`src/rtl/scsi_dma_pkg.sv`:
```
package scsi_dma_pkg;
    localparam int IDX_W   = 3;
    localparam int STAT_W  = 6;

    localparam logic [IDX_W-1:0] IX_CMD   = 3'd0;
    localparam logic [IDX_W-1:0] IX_SCNT  = 3'd1;
    localparam logic [IDX_W-1:0] IX_SADR  = 3'd2;
    localparam logic [IDX_W-1:0] IX_WCNT  = 3'd3;
    localparam logic [IDX_W-1:0] IX_WADR  = 3'd4;
    localparam logic [IDX_W-1:0] IX_STAT  = 3'd5;
    localparam logic [IDX_W-1:0] IX_SDESC = 3'd6;
    localparam logic [IDX_W-1:0] IX_WDESC = 3'd7;

    localparam int CB_DONE_IE = 6;
    localparam int CB_DIR     = 7;

    localparam int SB_ERR   = 1;
    localparam int SB_DONE  = 3;
    localparam int SB_CORE  = 4;
    localparam int SB_BLAST = 5;

    typedef enum logic [1:0] {
        OP_IDLE  = 2'd0,
        OP_BLAST = 2'd1,
        OP_ABORT = 2'd2,
        OP_START = 2'd3
    } dma_op_e;

    typedef enum logic {
        CH_OFF = 1'b0,
        CH_RUN = 1'b1
    } chan_state_e;
endpackage

```
`src/rtl/scsi_dma_fsm.sv`:
```
module scsi_dma_fsm
    import scsi_dma_pkg::*;
(
    input  logic    clk,
    input  logic    rst_n,
    input  logic    cmd_wr,
    input  dma_op_e cmd_op,
    output logic    chan_en,
    output logic    cancel
);
    chan_state_e state_q, state_d;
    logic        cancel_q;

    // next-state decode
    always_comb begin
        state_d = state_q;
        unique case (state_q)
            CH_OFF: if (cmd_wr && cmd_op == OP_START) state_d = CH_RUN;  // go
            CH_RUN: if (cmd_wr && cmd_op == OP_IDLE)  state_d = CH_OFF;  // halt
            default: state_d = CH_OFF;
        endcase
    end

    // state register
    always_ff @(posedge clk) begin
        if (!rst_n) state_q <= CH_OFF;
        else        state_q <= state_d;
    end

    // outputs
    always_ff @(posedge clk) begin
        if (!rst_n) cancel_q <= 1'b0;
        else        cancel_q <= cmd_wr && (cmd_op == OP_ABORT);
    end

    assign chan_en = (state_q == CH_RUN);
    assign cancel  = cancel_q;
endmodule

```
`src/rtl/scsi_dma_grant.sv`:
```
module scsi_dma_grant #(
    parameter int DATA_W = 32
) (
    input  logic              req,
    input  logic              dir,
    input  logic [DATA_W-1:0] len,
    input  logic              cmd_dir,
    input  logic [DATA_W-1:0] wcnt,
    output logic              ok,
    output logic [DATA_W-1:0] glen
);
    always_comb begin
        ok   = req && (dir == cmd_dir);
        glen = '0;
        if (ok) glen = (len < wcnt) ? len : wcnt;
    end
endmodule

```
`src/rtl/scsi_dma_status.sv`:
```
module scsi_dma_status
    import scsi_dma_pkg::*;
(
    input  logic              clk,
    input  logic              rst_n,
    input  logic              start_wr,
    input  logic              blast_wr,
    input  logic [2:0]        wclr_mask,
    input  logic              rd_clr,
    input  logic              core_irq,
    input  logic              done_arm,
    input  logic              done_ie,
    output logic [STAT_W-1:0] stat,
    output logic              irq_out
);
    logic [STAT_W-1:0] stat_q, stat_d;
    logic              core_q;
    logic              core_rise;

    assign core_rise = core_irq && !core_q;

    // register-side effects first, core interrupt afterwards
    always_comb begin
        stat_d = stat_q;
        if (start_wr) stat_d = '0;
        if (blast_wr) stat_d[SB_BLAST] = 1'b1;
        stat_d[SB_DONE:SB_ERR] = stat_d[SB_DONE:SB_ERR] & ~wclr_mask;
        if (rd_clr)   stat_d[SB_DONE:SB_ERR] = '0;
        if (core_rise) begin
            stat_d[SB_CORE] = 1'b1;
            if (done_arm) stat_d[SB_DONE] = 1'b1;
        end else if (!core_irq) begin
            stat_d[SB_CORE] = 1'b0;
        end
    end

    always_ff @(posedge clk) begin
        if (!rst_n) begin
            stat_q <= '0;
            core_q <= 1'b0;
        end else begin
            stat_q <= stat_d;
            core_q <= core_irq;
        end
    end

    assign stat    = stat_q;
    assign irq_out = stat_q[SB_CORE] | (done_ie & stat_q[SB_DONE]);
endmodule

```
`src/rtl/scsi_dma_chan.sv`:
```
module scsi_dma_chan
    import scsi_dma_pkg::*;
#(
    parameter int DATA_W = 32
) (
    input  logic              clk,
    input  logic              rst_n,
    input  logic              reg_wr,
    input  logic              reg_rd,
    input  logic [2:0]        reg_idx,
    input  logic [DATA_W-1:0] reg_wdata,
    output logic [DATA_W-1:0] reg_rdata,
    input  logic              clr_on_write,
    input  logic              core_irq,
    output logic              irq_out,
    output logic              chan_en,
    output logic              cancel,
    input  logic              xfer_req,
    input  logic              xfer_dir,
    input  logic [DATA_W-1:0] xfer_len,
    output logic              xfer_ack,
    output logic [DATA_W-1:0] xfer_glen,
    output logic [DATA_W-1:0] xfer_addr
);
    localparam logic [DATA_W-1:0] WADR_RST  = '1;
    localparam logic [DATA_W-1:0] WDESC_RST = {{(DATA_W-2){1'b1}}, 2'b01};

    logic [DATA_W-1:0] cmd_q, scnt_q, sadr_q, wcnt_q, wadr_q, sdesc_q, wdesc_q;
    logic [DATA_W-1:0] cmd_nx, wcnt_nx;
    logic [STAT_W-1:0] stat;
    logic              cmd_wr, start_wr, blast_wr, rd_clr;
    logic [2:0]        wclr_mask;
    dma_op_e           wr_op;

    assign wr_op    = dma_op_e'(reg_wdata[1:0]);
    assign cmd_wr   = reg_wr && (reg_idx == IX_CMD);
    assign start_wr = cmd_wr && (wr_op == OP_START);
    assign blast_wr = cmd_wr && (wr_op == OP_BLAST);
    assign rd_clr   = reg_rd && (reg_idx == IX_STAT) && !clr_on_write;
    assign wclr_mask = (reg_wr && reg_idx == IX_STAT && clr_on_write)
                       ? reg_wdata[SB_DONE:SB_ERR] : 3'b000;

    scsi_dma_grant #(.DATA_W(DATA_W)) u_grant (
        .req(xfer_req), .dir(xfer_dir), .len(xfer_len),
        .cmd_dir(cmd_q[CB_DIR]), .wcnt(wcnt_q),
        .ok(xfer_ack), .glen(xfer_glen)
    );
    assign xfer_addr = wadr_q;

    assign cmd_nx  = cmd_wr ? reg_wdata : cmd_q;
    assign wcnt_nx = start_wr ? scnt_q : (xfer_ack ? wcnt_q - xfer_glen : wcnt_q);

    always_ff @(posedge clk) begin
        if (!rst_n) begin
            cmd_q   <= '0;
            scnt_q  <= '0;
            sadr_q  <= '0;
            sdesc_q <= '0;
            wcnt_q  <= '0;
            wadr_q  <= WADR_RST;
            wdesc_q <= WDESC_RST;
        end else begin
            cmd_q  <= cmd_nx;
            wcnt_q <= wcnt_nx;
            if (reg_wr && reg_idx == IX_SCNT)  scnt_q  <= reg_wdata;
            if (reg_wr && reg_idx == IX_SADR)  sadr_q  <= reg_wdata;
            if (reg_wr && reg_idx == IX_SDESC) sdesc_q <= reg_wdata;
            if (start_wr) begin
                wadr_q  <= sadr_q;
                wdesc_q <= sdesc_q;
            end else if (xfer_ack) begin
                wadr_q  <= wadr_q + xfer_glen;
            end
        end
    end

    scsi_dma_status u_status (
        .clk(clk), .rst_n(rst_n),
        .start_wr(start_wr), .blast_wr(blast_wr),
        .wclr_mask(wclr_mask), .rd_clr(rd_clr),
        .core_irq(core_irq),
        .done_arm((dma_op_e'(cmd_nx[1:0]) == OP_START) && (wcnt_nx == '0)),
        .done_ie(cmd_q[CB_DONE_IE]),
        .stat(stat), .irq_out(irq_out)
    );

    scsi_dma_fsm u_fsm (
        .clk(clk), .rst_n(rst_n),
        .cmd_wr(cmd_wr), .cmd_op(wr_op),
        .chan_en(chan_en), .cancel(cancel)
    );

    always_comb begin
        unique case (reg_idx)
            IX_CMD:   reg_rdata = cmd_q;
            IX_SCNT:  reg_rdata = scnt_q;
            IX_SADR:  reg_rdata = sadr_q;
            IX_WCNT:  reg_rdata = wcnt_q;
            IX_WADR:  reg_rdata = wadr_q;
            IX_STAT:  reg_rdata = {{(DATA_W-STAT_W){1'b0}}, stat};
            IX_SDESC: reg_rdata = sdesc_q;
            default:  reg_rdata = wdesc_q;
        endcase
    end
endmodule


```
`config.mk`:
```
export PLATFORM = sky130hd
export DESIGN_NAME = scsi_dma_chan
export DESIGN_NICKNAME = d
export VERILOG_FILES = /design/src/rtl/scsi_dma_pkg.sv /design/src/rtl/scsi_dma_fsm.sv /design/src/rtl/scsi_dma_grant.sv /design/src/rtl/scsi_dma_status.sv /design/src/rtl/scsi_dma_chan.sv
export SDC_FILE = /design/constraint.sdc
export NUM_CORES = 1
export LEC_CHECK = 0
export BUFFER_PORTS_ARGS = -buffer_cell sky130_fd_sc_hd__buf_2
export CAP_MARGIN = 10
export CORE_UTILIZATION = 60
export CTS_BUF_LIST = sky130_fd_sc_hd__clkbuf_4 sky130_fd_sc_hd__clkbuf_8
export DETAILED_ROUTE_END_ITERATION = 7
export GPL_TIMING_DRIVEN = 1
export PLACE_DENSITY = 0.82
export SETUP_SLACK_MARGIN = 0.02
export SYNTH_ARGS = -nofsm -noshare
export SYNTH_HDL_FRONTEND = slang
export SYNTH_HIERARCHICAL = 1
export SYNTH_SLANG_ARGS = --single-unit
```
`constraint.sdc`:
```
create_clock -name clk -period 11 [get_ports clk]
set_input_delay 1.1 -clock clk [delete_from_list [all_inputs] [get_ports clk]]
set_output_delay 1.1 -clock clk [all_outputs]
set_load 0.05 [all_outputs]
```
Word level (Yosys, flattened, before mapping)
Index checks and enable logic that the tools add are counted.
{ "totals": {"regBits": 232, "input_bits": 75, "out_inout_bits": 100, "elab_cells": 78} }
{ "op_classes": {"eq_ne": 12, "addsub": 2, "bitwise_logic": 6, "n_mux": 19, "n_lt_le_gt_ge": 1, "reduce_logical": 23} }
{ "op_table": {"columns": ["op", "n"], "rows": [
  ["case mux 32 bit (7 select lines)", 1],
  ["two-way mux 32 bit", 6],
  ["adder 32 bit", 1],
  ["logical NOT 32 bit", 1],
  ["< comparator 32 bit", 1],
  ["subtractor 32 bit", 1],
  ["logical AND 1 bit", 15],
  ["== test 3 bit, second input constant", 3],
  ["two-way mux 1 bit", 7],
  ["== test 2 bit, second input constant", 3],
  ["== test 3 x 2 -> 1 bit, second input constant", 2],
  ["two-way mux 3 bit", 2],
  ["two-way mux 6 bit", 1],
  ["nonzero test 2 bit", 2],
  ["AND 3 bit", 1],
  ["== test 3 x 1 -> 1 bit, second input constant", 1],
  ["logical NOT 3 bit", 1],
  ["inequality test 3 x 1 -> 1 bit, second input constant", 1],
  ["NOT 3 bit", 1],
  ["== test 2 x 1 -> 1 bit, second input constant", 1],
  ["logical NOT 1 bit", 2],
  ["logical NOT 2 bit", 1],
  ["two-way mux 2 bit", 1],
  ["NOT 1 bit", 2],
  ["other kinds (5)", 5]
]} }

Longest topological paths before layout
Gate-level depths: netlist of the first run.
{ "logic_depth": {"word_depth": 10, "depth_mapped": 26, "ltp_nobuf": 24} }

Cells and area by module
Netlist of the first run, hierarchy kept.
{ "modules_own_cells": {"columns": ["mod", "n_inst", "area_per_inst_um2", "seq_area_each_um2", "cells_each"], "rows": [
  ["scsi_dma_chan", 1, 13564.3, 4484.3, 1801],
  ["scsi_dma_grant", 1, 1550.2, 0.0, 223],
  ["scsi_dma_status", 1, 214.0, 120.1, 21],
  ["scsi_dma_fsm", 1, 87.6, 40.0, 10]
]} }

Worst setup path after synthesis of the first run
Ideal clock, no wire load.
{ "synth_timing": {"path_kind": "input to register", "start": "in xfer_len[31]", "end": "reg u_status.stat_q[3], in the netlist u_status/stat[3]", "path_buffers": 0, "t_required_ns": 10.908, "arrival_time_ns": 6.804, "stages": 23, "setup_slack_ns": 4.104, "cell_sequence": "ha_1 nand4_1 or3_1 nor2_1 o41a_4 o21ai_0 a21boi_0 ha_1 fa_1 nand2b_1 a21oi_2 o21ai_1 or3b_1 a31oi_1 xnor2_1 a221oi_2 o211a_1 and4_1 nand4b_1 or4b_1 nor3_2 inv_1 o32ai_1"} }
{ "synth_via": {"elab_chain_cells": 10} }
{ "synth_lines": {"columns": ["element", "line_no", "text"], "rows": [
  ["start: declaration", "scsi_dma_chan.sv:20", "input logic [DATA_W-1:0] xfer_len,"],
  ["< comparator 32 bit", "scsi_dma_grant.sv:15", "if (ok) glen = (len < wcnt) ? len : wcnt;"],
  ["two-way mux 32 bit (2 in series)", "scsi_dma_grant.sv:15", null],
  ["via xfer_glen[0]", "scsi_dma_chan.sv:22", "output logic [DATA_W-1:0] xfer_glen,"],
  ["subtractor 32 bit", "scsi_dma_chan.sv:51", "assign wcnt_nx = start_wr ? scnt_q : (xfer_ack ? wcnt_q - xfer_glen : wcnt_q);"],
  ["two-way mux 32 bit (2 in series)", "scsi_dma_chan.sv:51", null],
  ["logical NOT 32 bit", "scsi_dma_chan.sv:82", ".done_arm((dma_op_e'(cmd_nx[1:0]) == OP_START) && (wcnt_nx == '0)),"],
  ["logical AND 1 bit", "scsi_dma_chan.sv:82", null],
  ["two-way mux 1 bit", "scsi_dma_status.sv:31", "if (done_arm) stat_d[SB_DONE] = 1'b1;"],
  ["two-way mux 1 bit", "scsi_dma_status.sv:29", "if (core_rise) begin"],
  ["end signal: assignment", "scsi_dma_status.sv:42", "stat_q <= stat_d;"],
  ["end: declaration", "scsi_dma_status.sv:16", "logic [STAT_W-1:0] stat_q, stat_d;"]
]} }
The timed path passes the listed nets, and every way through them passes these cells.
A chain may end at the register's enable or synchronous reset.

Worst setup path after layout of the first run
{ "layout_timing": {"start": "in xfer_len[31]", "end": "reg u_status.stat_q[3], in the netlist u_status/stat[3]"} }
{ "layout_via": {"elab_chain_cells": 10} }
{ "layout_lines": {"columns": ["element", "line_no"], "rows": [
  ["< comparator 32 bit", "scsi_dma_grant.sv:15"],
  ["two-way mux 32 bit (*) (2 in series)", "scsi_dma_grant.sv:15"],
  ["subtractor 32 bit (*)", "scsi_dma_chan.sv:51"],
  ["two-way mux 32 bit (*) (2 in series)", "scsi_dma_chan.sv:51"],
  ["logical NOT 32 bit (*)", "scsi_dma_chan.sv:82"],
  ["logical AND 1 bit (*)", "scsi_dma_chan.sv:82"],
  ["two-way mux 1 bit (*)", "scsi_dma_status.sv:31"],
  ["two-way mux 1 bit (*)", "scsi_dma_status.sv:29"]
]} }
Every way passes the cells marked *; elsewhere a longest branch is shown, timed or not.

==> results.yml, run 1 <==
finish:
  synthToLayoutAreaGrowth_pct: 10.3
  layout.nets: 2319
  mostFrequentLayoutCell: "nand2_1"
  fillers: 2168
  multiInputGateArea_sq_um: 9860
  mostFrequentLayoutCells: "nand2_1, a21oi_1, dfxtp_1, buf_2, nor2_1"
  design_area_sq_um: 17000
  drive_gt1_frac: 0.150
  fin_cells: 2503
  seq_area_sq_um: 4640
  n_antenna_cell: 0
pwr:
  peakVddDrop_mv: 0.0971
  clkPwrFrac: 0.208
  p_leak_nw: 7.00
  intPower_mw: 2.02
  swShare: 0.439
  seqPwrFrac: 0.288
  powerDensity_nw_per_um2: 211
  p_sw_mw: 1.57
  finalPower_mw: 3.59
  power_frac_comb: 0.504
sta:
  setup_violations: 0
  fmax_mhz: 151
  slew_viol_final: 0
  worst_slew_margin_rel: 0.201
  worst_pin_slew_ns: 1.20
  finalCritPeriodShare: 0.603
  rsz0062_at_grt: "no"
  period_minus_slack_ns: 6.63
  finClkSkew_ns: 0.0139
  finalHoldViolCount: 0
  setup_tns_ns: 0
placement:
  place_area_sq_um: 16300
  dp.cells: 2443
  portBuffers: 174
  dp_hpwl_mm: 38.4
  gp_congestion: 0.978
logic_synthesis:
  synth_top_family_by_area: "compound AO/OA/AOI/OAI gates"
  avgSynthCellArea_sq_um: 7.50
  ys.warnings.count: 6
  syn_nets: 2225
  muxShareOfSynthArea: 0.0671
  ys_ff_latch: 232
  synth_cell_types: 92
  synthXorXnorAreaFrac: 0.0233
  syn_area_sq_um: 15400
  yosysSeqAreaShare: 0.301
  synth-async-reset-ratio: 0
  synth-simple-area-share: 0.226
  synth_edf_count: 0
  synth_compound_area_frac: 0.244
  synthFlopType: "dfxtp_1"
  synth-adder-area-share: 0.0781
  synth_cells: 2055
clock_tree:
  cts_tree: "done"
  postCtsHoldBufs: 0
  clkLatencyLatePin_ns: 0.52
  cts_root_buf: "clkbuf_8"
  cts.sinks: 232
  clock_path_buffers: 3
  cts_setup_buffers: 0
  clk_pin_slew_ns: 0.06
  h-tree-depth: 2
  post_cts_resized: 0
  numCtsBuffers: 34
grt:
  antenna_found_initial: 0
  met2_usage: 0.560
  grt_pass1_vias: 14489
  use_met3: 0.0687
  grt_max_degree: 95
  grt_use_met1: 0.583
  grt_util_all_layers: 0.395
  busiest_layer: "met1"
  grt-ovfl-total: 0
  grt_pass1_wl_mm: 81.2
floorplan:
  core_area_sq_um: 25200
  rows: 58
  ioPinCount: 175
  dieArea_sq_um: 26300
  die_w_um: 162
  start_util: 0.612
  die_h_um: 162
setup_path:
  end_kind: "register"
  critPathArrivalTime_ns: 7.06
  start_kind: "input port"
  worstPathRequired_ns: 11.42
  crit_path_max_fanout: 32
  worst-setup-path-type: "in -> reg"
  ff2ff_setup_slack_ns: 4.43
detailed_routing:
  avgViaCountPerCell: 6.48
  drt_iter0_drc: 2317
  totalWireLength_mm: 53.4
  post-route-drc-count: 0
  vias: 16214
  drt-wirelength-per-cell_um: 21.3
  final_antenna_net_count: 0
  drt_first_pass_iters: 6
run:
  maxCapViolCount: 0
status:
  status: "complete, no violations"
hold_path:
  hold_path_class: "reg -> reg"
[critical path, cell delays in order]
cell	delay [ns]
buf_2	0.11
ha_1	0.30
nand4_1	0.13
or3_1	0.47
nor2_1	0.39
o41a_4	0.46
o21ai_1	0.12
a21boi_1	0.36
inv_1	0.15
ha_1	0.30
nand2b_1	0.07
a31oi_1	0.52
nor4_1	0.09
a31oi_1	0.17
a21oi_1	0.09
o22a_1	0.20
nor4_1	0.44
and4b_1	0.25
and4_1	0.24
nand4b_1	0.10
or4b_1	0.57
nor3_2	0.13
inv_1	0.05
o32ai_1	0.25
[kinds of logic (layout without fill, tap and decap cells)]
kind of cell / count (synthesis) / after routing
and+or+nand+nor: 788 / 788
AOI/OAI and AO/OA: 591 / 591
DFF: 232 / 232
buffers and inverters: 225 / 343
adders and majority gates: 95 / 95
muxes: 82 / 82
xor gates and xnor gates: 41 / 41
other: 1 / 1
[Yosys cell counts, types with 31 or more instances]
cell type    n  area share
nand2_1    450        0.11
a21oi_1    233       0.076
dfxtp_1    232        0.30
nor2_1     110       0.027
clkbuf_1   102       0.025
ha_1        93       0.075
inv_1       88       0.021
o21ai_0     85       0.028
nand3_1     84       0.027
mux2i_1     46       0.030
o21ai_1     34       0.011
a21boi_1    31       0.015
[power groups by stage]
stage	clock, mW	combinational (mW)	sequential, mW
finish	0.747	1.81	1.03
global route	0.776	1.96	1.03
CTS	0.739	1.77	1.02
floorplan	0	1.32	1.04
global placement	0	1.73	1.04
detailed placement	0	1.75	1.04
[layout make-up]
type | instances | area share
inverter | 91 | 0.0203
tap | 330 | 0.0243
sequential | 232 | 0.273
clock buffer | 58 | 0.0429
clock inverter | 2 | 0.000589
timing repair buffer | 192 | 0.0592
multi-input combinational | 1598 | 0.580
[layer usage]
layer,up-vias,wire length [um],part of all wire
li1,7410,-,-
met1,7570,22500,0.42
met2,1098,21600,0.40
met3,136,7340,0.14
met4,0,2020,0.038
met5,-,0,0
[flip-flops by register name (all words and copies together), names as in the netlist, 5 cells and up]
signal         cells
xfer_addr         32
u_status/stat      5
wcnt_q            32
scnt_q            32
cmd_q             32
sadr_q            32
sdesc_q           32
wdesc_q           32
[path summary, 6_finish.rpt]
kind           startpoint                to  cells past startpoint
max          xfer_len[31]  u_status/stat[3]                     24
min              cmd_q[5]          cmd_q[5]                      2
max reg2reg    wcnt_q[31]  u_status/stat[3]                     24
min reg2reg      cmd_q[5]          cmd_q[5]                      2
[stage by stage]
| stage | utilization | hold WS (ns) | setup slack [ns] |
|---|---|---|---|
| after floorplan | - | 0.407 | 4.10 |
| after global placement | 0.646 | 0.439 | 4.06 |
| after detailed placement | 0.646 | 0.449 | 3.93 |
| after CTS | 0.675 | 0.457 | 4.44 |
| after global routing | 0.675 | 0.474 | 3.99 |
| final | 0.675 | 0.457 | 4.37 |
(Power assumes the default switching activity.)
==> run 2, diff against run 1 <==
--- a/config.mk
+++ b/config.mk
@@ -7,11 +7,11 @@
 export LEC_CHECK = 0
 export BUFFER_PORTS_ARGS = -buffer_cell sky130_fd_sc_hd__buf_2
 export CAP_MARGIN = 10
-export CORE_UTILIZATION = 60
+export CORE_UTILIZATION = 56
 export CTS_BUF_LIST = sky130_fd_sc_hd__clkbuf_4 sky130_fd_sc_hd__clkbuf_8
 export DETAILED_ROUTE_END_ITERATION = 7
 export GPL_TIMING_DRIVEN = 1
-export PLACE_DENSITY = 0.82
+export PLACE_DENSITY = 0.8
 export SETUP_SLACK_MARGIN = 0.02
 export SYNTH_ARGS = -nofsm -noshare
 export SYNTH_HDL_FRONTEND = slang
==> constraint.sdc (replaced) <==
create_clock -name clk -period 5.95 [get_ports clk]
set_input_delay 0.595 -clock clk [delete_from_list [all_inputs] [get_ports clk]]
set_output_delay 0.595 -clock clk [all_outputs]
set_load 0.05 [all_outputs]
==> results.yml, run 2 (synthesis results as in run 1) <==
status:
  status: "complete, no violations"
floorplan:
  start_util: 0.572
  core_area_sq_um: 27000
  rows: 60
  die_w_um: 168
  die_h_um: 168
  ioPinCount: 175
  dieArea_sq_um: 28200
grt:
  grt_max_degree: 82
  grt_util_all_layers: 0.382
  antenna_found_initial: 2
  grt_pass1_vias: 15211
  grt_pass1_wl_mm: 84.5
  grt-ovfl-total: 0
pwr:
  p_leak_nw: 7.77
  powerDensity_nw_per_um2: 400
  finalPower_mw: 7.41
  peakVddDrop_mv: 0.199
detailed_routing:
  post-route-drc-count: 0
  totalWireLength_mm: 56.4
  avgViaCountPerCell: 6.29
  drt-wirelength-per-cell_um: 21.2
  vias: 16698
  drt_first_pass_iters: 6
  final_antenna_net_count: 0
  drt_iter0_drc: 2263
sta:
  finClkSkew_ns: 0.0361
  setup_tns_ns: 0
  finalHoldWorstSlack_ns: 0.279
  setup_violations: 0
  finalCritPeriodShare: 0.992
  rsz0062_at_grt: "yes"
  setup_ws_ns: 0.0484
  fmax_mhz: 169
  slew_viol_final: 0
  worst_slew_margin_rel: 0.218
  finalHoldViolCount: 0
  worst_pin_slew_ns: 1.17
  period_minus_slack_ns: 5.90
finish:
  fin_cells: 2655
  postLayoutCoreUtil: 0.687
  design_area_sq_um: 18500
  synthToLayoutAreaGrowth_pct: 20.1
  drive_gt1_frac: 0.228
  mostFrequentLayoutCells: "nand2_1, a21oi_1, dfxtp_1, buf_2, buf_4"
  n_antenna_cell: 0
  fillers: 2294
  mostFrequentLayoutCell: "nand2_1"
  layout.nets: 2459
clock_tree:
  cts_tree: "done"
  cts.sinks: 232
  clock_path_buffers: 3
  clk_pin_slew_ns: 0.06
  numCtsBuffers: 39
  clkLatencyLatePin_ns: 0.58
  cts_root_buf: "clkbuf_8"
  h-tree-depth: 2
setup_path:
  critPathArrivalTime_ns: 6.37
  crit_start: "wcnt_q[14]"
  r2r-start: "wcnt_q[14]"
  worst-setup-path-type: "reg -> reg"
  start_kind: "register"
  crit_path_max_fanout: 4
  end_kind: "register"
  worstPathRequired_ns: 6.42
placement:
  gp_congestion: 0.965
  dp_hpwl_mm: 40.2
  dp_slack_ns: -0.277
  portBuffers: 174
  place_area_sq_um: 17300
  dp.cells: 2579
run:
  maxCapViolCount: 0
hold_path:
  worstHoldStart: "reg_wdata[24]"
  hold_path_class: "in -> reg"
-- run 2: layout make-up --
cell class / instances / area, sq um / area share
Clock inverter: 8 / 92.6 / 0.00500
Multi-Input combinational cell: 1598 / 10200 / 0.552
Timing Repair Buffer: 327 / 2050 / 0.111
Inverter: 91 / 347 / 0.0187
Tap cell: 341 / 427 / 0.0230
Clock buffer: 58 / 736 / 0.0397
Sequential cell: 232 / 4650 / 0.251
-- run 2: path summary, 6_finish.rpt --
kind	to	slack [ns]	cells after the start
max	u_status/stat[3]	0.05	26
min	cmd_q[24]	0.28	3
max reg2reg	u_status/stat[3]	0.05	26
min reg2reg	cmd_q[2]	0.46	2
-- run 2: routing by layer --
layer,track usage,share of wire
met5,0,0.00023
met4,0.136,0.040
met3,0.101,0.13
met2,0.557,0.41
met1,0.540,0.41
-- run 2: report_power, final --
| part | internal, mW | leakage (nW) | total, mW | switching [mW] |
|---|---|---|---|---|
| clock | 0.840 | 0.431 | 1.53 | 0.690 |
| combinational | 1.72 | 5.45 | 4.06 | 2.34 |
| sequential | 1.67 | 1.89 | 1.82 | 0.149 |
| total | 4.24 | 7.77 | 7.41 | 3.17 |
-- run 2: worst max-delay path, stage by stage, from the launching register on --
cell	delay, ns
dfxtp_1	0.34
inv_1	0.07
ha_4	0.27
nand4_1	0.14
or2_4	0.31
a2111oi_4	0.36
buf_4	0.19
o41ai_4	0.10
nand3_1	0.15
a21boi_2	0.09
ha_2	0.20
fa_2	0.34
nand2b_1	0.16
a21o_1	0.17
a2111o_1	0.49
a21oi_2	0.14
nand3b_1	0.14
a41oi_1	0.17
nor4_2	0.38
buf_4	0.17
and4b_1	0.17
and4_1	0.23
nand4b_1	0.12
or4b_4	0.51
nor3_2	0.11
inv_1	0.07
o32ai_2	0.23
-- run 2: what timing repair did --
item                                    4_1_cts  5_1_grt
resized for setup                             0       57
endpoints found under the setup margin        0        3
hold buffers                                  0        0
buffers inserted                              0        9
